File: src/rtl/ext_mem_pkg.sv
package ext_mem_pkg;
  typedef enum logic [1:0] {
    ST_IDLE   = 2'd0,
    ST_STROBE = 2'd1,
    ST_DONE   = 2'd2
  } bus_state_e;
endpackage

File: src/rtl/ext_mem_wait_cnt.sv
module ext_mem_wait_cnt #(
  parameter int unsigned WS_W = 5
) (
  input  logic            clk_i,
  input  logic            rst_ni,
  input  logic            load_i,
  input  logic [WS_W-1:0] wait_i,
  input  logic            run_i,
  output logic            last_o
);
  logic [WS_W-1:0] cnt_q;

  // remaining strobe cycles after the current one; zero setting clamps to one cycle
  always_ff @(posedge clk_i or negedge rst_ni) begin
    if (!rst_ni) begin
      cnt_q <= '0;
    end else if (load_i) begin
      cnt_q <= (wait_i == '0) ? '0 : wait_i - WS_W'(1);
    end else if (run_i && cnt_q != '0) begin
      cnt_q <= cnt_q - WS_W'(1);
    end
  end

  assign last_o = (cnt_q == '0);
endmodule

File: src/rtl/ext_mem_attr_lines.sv
module ext_mem_attr_lines #(
  parameter int unsigned NUM_ATTR = 4,
  parameter int unsigned CMP_W    = 3
) (
  input  logic                      clk_i,
  input  logic                      rst_ni,
  input  logic                      load_i,
  input  logic                      active_i,
  input  logic [NUM_ATTR-1:0]       mode_i,
  input  logic [NUM_ATTR*CMP_W-1:0] base_i,
  input  logic [CMP_W-1:0]          cmp_i,
  input  logic [NUM_ATTR-1:0]       hi_i,
  output logic [NUM_ATTR-1:0]       attr_o,
  output logic [NUM_ATTR-1:0]       mode_q_o
);
  for (genvar g = 0; g < NUM_ATTR; g++) begin : g_line
    logic cs_mode_q;
    logic hit_q;
    logic hi_q;

    always_ff @(posedge clk_i or negedge rst_ni) begin
      if (!rst_ni) begin
        cs_mode_q <= 1'b1;
        hit_q     <= 1'b0;
        hi_q      <= 1'b0;
      end else if (load_i) begin
        cs_mode_q <= mode_i[g];
        hit_q     <= (cmp_i == base_i[g*CMP_W +: CMP_W]);
        hi_q      <= hi_i[g];
      end
    end

    assign attr_o[g]   = cs_mode_q ? ~(hit_q & active_i) : hi_q;
    assign mode_q_o[g] = cs_mode_q;
  end
endmodule

File: src/rtl/ext_mem_ctrl.sv
module ext_mem_ctrl
  import ext_mem_pkg::*;
#(
  parameter int unsigned ADDR_W   = 18,
  parameter int unsigned DATA_W   = 8,
  parameter int unsigned WS_W     = 5,
  parameter int unsigned NUM_ATTR = 4,
  parameter int unsigned CMP_W    = 3,
  localparam int unsigned REQ_AW  = ADDR_W + NUM_ATTR
) (
  input  logic                      clk_i,
  input  logic                      rst_ni,
  input  logic [WS_W-1:0]           cfg_wait_i,
  input  logic [NUM_ATTR-1:0]       cfg_attr_cs_i,
  input  logic [NUM_ATTR*CMP_W-1:0] cfg_cs_base_i,
  input  logic                      req_valid_i,
  output logic                      req_ready_o,
  input  logic                      req_write_i,
  input  logic [REQ_AW-1:0]         req_addr_i,
  input  logic [DATA_W-1:0]         req_wdata_i,
  output logic                      rsp_done_o,
  output logic [DATA_W-1:0]         rsp_rdata_o,
  output logic [ADDR_W-1:0]         mem_addr_o,
  output logic                      mem_rd_n_o,
  output logic                      mem_wr_n_o,
  output logic [NUM_ATTR-1:0]       mem_attr_o,
  input  logic [DATA_W-1:0]         mem_rdata_i,
  output logic [DATA_W-1:0]         mem_wdata_o,
  output logic                      mem_wdata_oe_o
);
  bus_state_e          state_q;
  logic                accept;
  logic                last;
  logic                strobe;
  logic                we_q;
  logic [ADDR_W-1:0]   addr_q;
  logic [DATA_W-1:0]   wdata_q;
  logic [DATA_W-1:0]   rdata_q;
  logic [NUM_ATTR-1:0] attr_mode_q;

  assign accept = req_valid_i && (state_q == ST_IDLE);
  assign strobe = (state_q == ST_STROBE);

  always_ff @(posedge clk_i or negedge rst_ni) begin
    if (!rst_ni) begin
      state_q <= ST_IDLE;
    end else begin
      unique case (state_q)
        ST_IDLE:   if (accept) state_q <= ST_STROBE;
        ST_STROBE: if (last)   state_q <= ST_DONE;
        default:               state_q <= ST_IDLE;
      endcase
    end
  end

  always_ff @(posedge clk_i or negedge rst_ni) begin
    if (!rst_ni) begin
      we_q    <= 1'b0;
      addr_q  <= '0;
      wdata_q <= '0;
    end else if (accept) begin
      we_q    <= req_write_i;
      addr_q  <= req_addr_i[ADDR_W-1:0];
      wdata_q <= req_wdata_i;
    end
  end

  // capture on the final strobe cycle, while the memory still drives the bus
  always_ff @(posedge clk_i or negedge rst_ni) begin
    if (!rst_ni) begin
      rdata_q <= '0;
    end else if (strobe && last && !we_q) begin
      rdata_q <= mem_rdata_i;
    end
  end

  ext_mem_wait_cnt #(.WS_W(WS_W)) i_wait_cnt (
    .clk_i  (clk_i),
    .rst_ni (rst_ni),
    .load_i (accept),
    .wait_i (cfg_wait_i),
    .run_i  (strobe),
    .last_o (last)
  );

  ext_mem_attr_lines #(.NUM_ATTR(NUM_ATTR), .CMP_W(CMP_W)) i_attr_lines (
    .clk_i    (clk_i),
    .rst_ni   (rst_ni),
    .load_i   (accept),
    .active_i (strobe),
    .mode_i   (cfg_attr_cs_i),
    .base_i   (cfg_cs_base_i),
    .cmp_i    (req_addr_i[ADDR_W-1 -: CMP_W]),
    .hi_i     (req_addr_i[REQ_AW-1 -: NUM_ATTR]),
    .attr_o   (mem_attr_o),
    .mode_q_o (attr_mode_q)
  );

  assign req_ready_o    = (state_q == ST_IDLE);
  assign rsp_done_o     = (state_q == ST_DONE);
  assign rsp_rdata_o    = rdata_q;
  assign mem_addr_o     = addr_q;
  assign mem_rd_n_o     = ~(strobe & ~we_q);
  assign mem_wr_n_o     = ~(strobe & we_q);
  assign mem_wdata_o    = wdata_q;
  assign mem_wdata_oe_o = strobe & we_q;
endmodule

File: config.mk
export PLATFORM = sky130hd
export DESIGN_NAME = ext_mem_ctrl
export DESIGN_NICKNAME = d
export VERILOG_FILES = /design/src/rtl/ext_mem_pkg.sv /design/src/rtl/ext_mem_wait_cnt.sv /design/src/rtl/ext_mem_attr_lines.sv /design/src/rtl/ext_mem_ctrl.sv
export SDC_FILE = /design/constraint.sdc
export NUM_CORES = 1
export LEC_CHECK = 0
export BUFFER_PORTS_ARGS = -buffer_cell sky130_fd_sc_hd__buf_2
export CAP_MARGIN = 0
export CORE_ASPECT_RATIO = 1.2
export CORE_MARGIN = 5
export CORE_UTILIZATION = 44
export CTS_BUF_LIST = sky130_fd_sc_hd__clkbuf_8
export DETAILED_ROUTE_END_ITERATION = 10
export GPL_TIMING_DRIVEN = 0
export HOLD_SLACK_MARGIN = 0.15
export PLACE_DENSITY = 0.79
export SETUP_SLACK_MARGIN = 0.05
export SLEW_MARGIN = 25
export SYNTH_ARGS = -nofsm -noshare
export SYNTH_HDL_FRONTEND = slang
export SYNTH_SLANG_ARGS = --single-unit
File: constraint.sdc
create_clock -name clk_i -period 1.7 [get_ports clk_i]
set_clock_uncertainty 0.05 [all_clocks]
set_input_delay 0.255 -clock clk_i [delete_from_list [all_inputs] [get_ports clk_i]]
set_output_delay 0.255 -clock clk_i [all_outputs]
set_load 0.05 [all_outputs]
* After elaboration in Yosys (flattened, before gate mapping)
Index checks and enable logic that the tools add are counted.
** Operators by class
- Eq/ne operators :: 8
- Reduce and logical (&&, ||, !) cells :: 11
- Multiply operators :: 0
- Div/mod/pow operators :: 0
- $lt $le $gt $ge :: 0
- $add $sub $neg :: 2
- Bitwise logic cells :: 13
- Shift operators :: 0
- Mux-type cells :: 10
** Operator list (number)
- 5-bit two-way mux :: 3
- 3-bit == test :: 4
- 5-bit logical NOT :: 2
- 5-bit by 1-bit subtractor with 5-bit output (second input constant) :: 2
- 1-bit NOT :: 7
- 1-bit bitwise AND :: 6
- 5-bit nonzero test :: 1
- 1-bit logical AND :: 4
- 1-bit two-way mux :: 4
- 2-bit two-way mux :: 2
- 2-bit case mux with 2 select lines :: 1
- 2-bit by 1-bit == test with 1-bit output (second input constant) :: 1
- 2-bit == test (second input constant) :: 1
- 2-bit logical NOT :: 1
- 2-bit by 1-bit != test with 1-bit output (second input constant) :: 1
- 2-bit != test (second input constant) :: 1
- 2-bit AND reduction :: 1
- 2-bit nonzero test :: 1
- 1-bit logical NOT :: 1
** Word-level totals
- RAM bits :: 0
- Register bits :: 54
- Bits of input ports :: 63
- Bits in latches :: 0
- Word-level logic and storage cells :: 62
- Output and inout port bits :: 43
- Memories :: 0
- Memory bits (read-only) :: 0

* Depth between registers and ports, before layout
- Depth after elaboration :: 4
- Gate-level depth with buffers :: 7
- Gate-level depth less buffers :: 6

* Cells and area by module
A second synthesis with hierarchy kept.
** Unflattened totals
- Cell total of the unflattened synthesis :: 182
- Area total of the unflattened synthesis :: 2618.8 um^2
** Modules (own cells, without submodules)
- ext_mem_ctrl :: area an instance 1564.0 um^2, seq. area each 925.9 um^2, cells each 87, instances 1
- ext_mem_attr_lines :: area an instance 688.2 um^2, seq. area each 305.3 um^2, cells each 56, instances 1
- ext_mem_wait_cnt :: area an instance 366.6 um^2, seq. area each 125.1 um^2, cells each 39, instances 1

* Worst setup path after synthesis
Ideal clock, no wire load.
- Path kind :: reg-to-reg
- From :: register state_q[0]
- To :: register i_wait_cnt.cnt_q[1]
- Setup slack :: -302 ps
- Buffers on the path :: 2
- Stages on the path, launching flop included :: 7
- Required time :: 1560 ps
- Setup time :: 90 ps
- Clock period less this slack :: 2002 ps
- Arrival :: 1862 ps
- Path through :: dfrtp_1 > nor2_1 > and2_1 > clkbuf_1 > buf_2 > nand2_1 > o221ai_1
** On the way
- Longest elaborated chain between the ends :: 3
- Elaborated cells between the ends (all ways) :: 6
- Those cells by class :: eq/ne: 1; mux: 1; reduce/logical: 4
** RTL lines
- from (decl) :: RTL line ext_mem_ctrl.sv:31 : bus_state_e state_q;
- from (signal assigned) :: RTL line ext_mem_ctrl.sv:46 : state_q <= ST_IDLE;
- from (signal assigned) :: RTL line ext_mem_ctrl.sv:49 : ST_IDLE: if (accept) state_q <= ST_STROBE;
- from (signal assigned) :: RTL line ext_mem_ctrl.sv:50 : ST_STROBE: if (last) state_q <= ST_DONE;
- 2-bit logical NOT (*)
- net req_ready_o :: RTL line ext_mem_ctrl.sv:17 : output logic req_ready_o,
- 1-bit logical AND (*) :: RTL line ext_mem_ctrl.sv:41 : assign accept = req_valid_i && (state_q == ST_IDLE);
- 5-bit two-way mux or 2-bit nonzero test (tied branches)
- to (signal assigned) :: RTL line ext_mem_wait_cnt.sv:18 : cnt_q <= (wait_i == '0) ? '0 : wait_i - WS_W'(1);
- to (signal assigned) :: RTL line ext_mem_wait_cnt.sv:20 : cnt_q <= cnt_q - WS_W'(1);
- to (decl) :: RTL line ext_mem_wait_cnt.sv:11 : logic [WS_W-1:0] cnt_q;
Mark *: on every way through the listed nets, which the timed path passes. The rest lies on a longest branch.
A chain may end at the register's enable or synchronous reset.

* Worst setup path in the final report
- From :: register i_wait_cnt.cnt_q[0]
- To :: register rdata_q[6], in the netlist rsp_rdata_o[6]
** On the way
- Longest elaborated chain between the ends :: 3
** RTL lines
- 5-bit logical NOT :: RTL line ext_mem_wait_cnt.sv:24 : assign last_o = (cnt_q == '0);
- 1-bit logical AND (2 in a row) :: RTL line ext_mem_ctrl.sv:72 : end else if (strobe && last && !we_q) begin
- to (signal assigned) :: RTL line ext_mem_ctrl.sv:73 : rdata_q <= mem_rdata_i;
- to (decl) :: RTL line ext_mem_ctrl.sv:38 : logic [DATA_W-1:0] rdata_q;
No other way between the ends.

==> run metrics <==
dpl cell area 3040 um2; final cycle utilization of the critical path 104%; area occupied by multi-input gates 1070 um2; Leak 1.99 nW; synthesized instance count 256; number of endpoints failing setup at the final stage 8; Filler Cells Inserted 426; failing checks setup timing; Worst Hold Class in -> reg; post-detailed-route DRC marker count 0; all-layer global routing usage 19.7%; Final Routed Wirelength 6920 um; top post-synthesis cells by area dfrtp_1 51%, nand2_1 18%, mux2_4 4.9%, dfstp_2 4.3%, xor2_1 4.3%; Non-Filler Cell Area, Final 3760 um2; starting density of the core 45.7%; wire length of the first global-routing pass 11300 um; Max-Slew Margin vs Limit 55.3%; port bufs 102; flip-flop and latch count after synthesis 54; PnR worst setup slack -72.8 ps; Unique masters post-synth 32; chip width 78.0 um; commonest cells after routing, fill and taps aside 118 x nand2_1, 97 x buf_2, 50 x dfrtp_1; io pins 106; detailed-route vias per instance 4.75; H-Tree Depth 2; CTS sink cnt 54; library cell with the largest summed area after synthesis dfrtp_1; Power per Cell Area 2030 nW/um2; DRC violation total after the first TritonRoute iteration 58; CP Max Fanout 8; TritonCTS clock tree yes; slew at the pin closest to its max-slew limit 671 ps; run status finished, violations left; maximum clock insertion buffer count 2; Sequential Area 1360 um2; fraction of layout cells with a size suffix above 1 36.6%; minimum period implied by the final worst setup slack 1770 ps; count of warnings emitted by yosys 0; WS Path Type reg -> reg; chip height 91.6 um; Hold Fails Final Rpt 0; synthesis-to-layout area growth 54.0%; worst slack after detailed placement -152 ps; final-layout worst hold slack 168 ps; die outline area 7140 um2; total of max-cap violations 0; fraction of the yosys area taken by sequential cells 55.6%; Post-Syn Area per Cell 9.53 um2; clock root cell clkbuf_8; Final GP Congestion 0.747; fmax 564 MHz; buffer and inverter count on the worst path 2; TritonCTS Buffers 5; data arrival time of the critical path 1920 ps; floorplan row count 29; remaining global-route overflow 0; area fraction of the dominant cell type after synthesis 51.3%; cell with the biggest individual delay on the critical path dfrtp_1; area of the core region 5330 um2; insertion delay of the later-clocked pin in the worst-skew pair 300 ps; antenna violations before repair 0; count of final max-slew check failures 0; most common cell after layout, fill and taps aside nand2_1; peak supply drop 0.00122 V; worst path cell trace inv_2 -> ha_4 -> nor4b_4 -> and2_4 -> nor2b_4 -> buf_12 -> mux2_4; DR WL/cell 14.5 um; clock transition time at the flip-flop clock pins of the worst setup and hold paths 100 ps; Req. time, crit path 1850 ps; Cell Area, Synth 2440 um2; number of nets produced by synthesis 321; delay contributed by the slowest stage of the critical path 400 ps; final-stage net count 479; TritonRoute pass-1 iters 4; sort of element at the end of the critical path flop; setup repair after global routing missed its margin true; Post-DRT Antenna Nets 0; DR vias 2264; Post-DP HPWL 4510 um; cell family contributing the most delay on the critical path simple AND/OR/NAND/NOR gates; maximum number of pins on one net before global-route repair 55; Diodes inserted 0; vias in the first global route 2425; category of the worst setup path launch point flop
area by class of cell:
class / instances / area share [%]
clock buffer: 5 / 1.83
tap: 62 / 2.07
buffer: 13 / 2.07
timing repair buffer: 153 / 27.7
clock inverter: 3 / 1.10
sequential: 54 / 36.1
multi-input combinational: 182 / 28.6
inverter: 5 / 0.500
layer usage:
metal  GRT usage (%)  wire length (um)  share of wire (%)
met1            21.9              2550                 37
met2            37.8              3920                 57
met3            3.47               362                5.2
met4            4.93                86                1.2
met5               0                 0                  0
kinds of logic (layout without fill, tap and decap cells):
logic type | count (synthesis) | after routing | share of synthesized area (%)
compound gates | 15 | 15 | 4.26
buf+inv | 20 | 179 | 3.90
xor+xnor | 13 | 13 | 4.67
mux | 11 | 11 | 6.16
simple gates | 141 | 141 | 24.4
fa+ha+maj | 2 | 2 | 1.03
flops | 54 | 54 | 55.6
cell usage after synthesis:
cell,instances
and2_4,1
o311ai_0,1
xnor2_1,1
nand2b_1,1
mux2i_1,3
dfstp_2,4
nor4b_4,1
nand2b_2,1
dfrtp_1,50
clkbuf_1,9
ha_1,2
nand2_1,118
inv_1,5
or3_1,1
a21oi_1,2
nor2b_4,1
xor2_1,12
mux2_4,8
buf_1,2
nand3b_1,1
a31oi_1,4
nand3_1,2
o221ai_1,1
and2_1,1
nor2b_1,3
buf_2,3
nor2_1,7
nor3_1,3
o22ai_1,1
buf_12,1
o41ai_1,4
o21ai_0,2
sequential cells by signal (all words and copies together) (netlist names):
| register | count |
|---|---|
| mem_wdata_o | 8 |
| i_attr_lines.g_line.cs_mode_q | 4 |
| rsp_rdata_o | 8 |
| i_attr_lines.g_line.hit_q | 4 |
| state_q | 2 |
| we_q | 1 |
| mem_addr_o | 18 |
| i_attr_lines.g_line.hi_q | 4 |
| i_wait_cnt.cnt_q | 5 |
timing repair:
action	4_1_cts	5_1_grt
pin swaps	6	3
hold buffers	42	0
cloned	0	0
hold endpoints to repair	91	0
gates resized for setup	19	8
setup buffers	9	3
endpoints found under the setup margin	15	37
where the power goes:
part | leakage [nW] | switching, W | internal, W
registers | 0.660 | 0.000410 | 0.00192
logic | 1.28 | 0.00300 | 0.00145
clock network | 0.0556 | 0.000423 | 0.000434
total | 1.99 | 0.00383 | 0.00381
final timing paths:
path	cells after the start	slack [ps]	end	start
worst min register to register	2	430	mem_wdata_o[7]$_DFFE_PN0P_	mem_wdata_o[7]$_DFFE_PN0P_
worst max-delay path	7	-70	rsp_rdata_o[6]$_DFFE_PN0P_	i_wait_cnt.cnt_q[0]$_DFFE_PN0P_
worst max register to register	7	-70	rsp_rdata_o[6]$_DFFE_PN0P_	i_wait_cnt.cnt_q[0]$_DFFE_PN0P_
max in group asynchronous	2	680	i_attr_lines.g_line[1].hit_q$_DFFE_PN0P_	rst_ni
min in group asynchronous	2	470	mem_addr_o[9]$_DFFE_PN0P_	rst_ni
worst min-delay path	3	170	i_wait_cnt.cnt_q[4]$_DFFE_PN0P_	cfg_wait_i[4]
stage by stage:
stage / utilization, % / instances / total power (W) / TNS, ps
after floorplan: - / 256 / 0.00530 / -992
after global placement: 57.0 / 420 / 0.00615 / -835
after detailed placement: 57.1 / 420 / 0.00625 / -1170
after CTS: 69.8 / 479 / 0.00756 / -496
after global routing: 70.4 / 477 / 0.00809 / -935
final: 70.4 / 477 / 0.00764 / -546
worst register-to-register path, delay by kind of cell (launching register included):
kind,cells,cell delay (ps)
flip-flops,1,400
AND/OR/NAND/NOR,3,570
multiplexers,1,300
adder cells (fa/ha/maj),1,130
buffers and inverters,2,220
(Power assumes the default switching activity.)
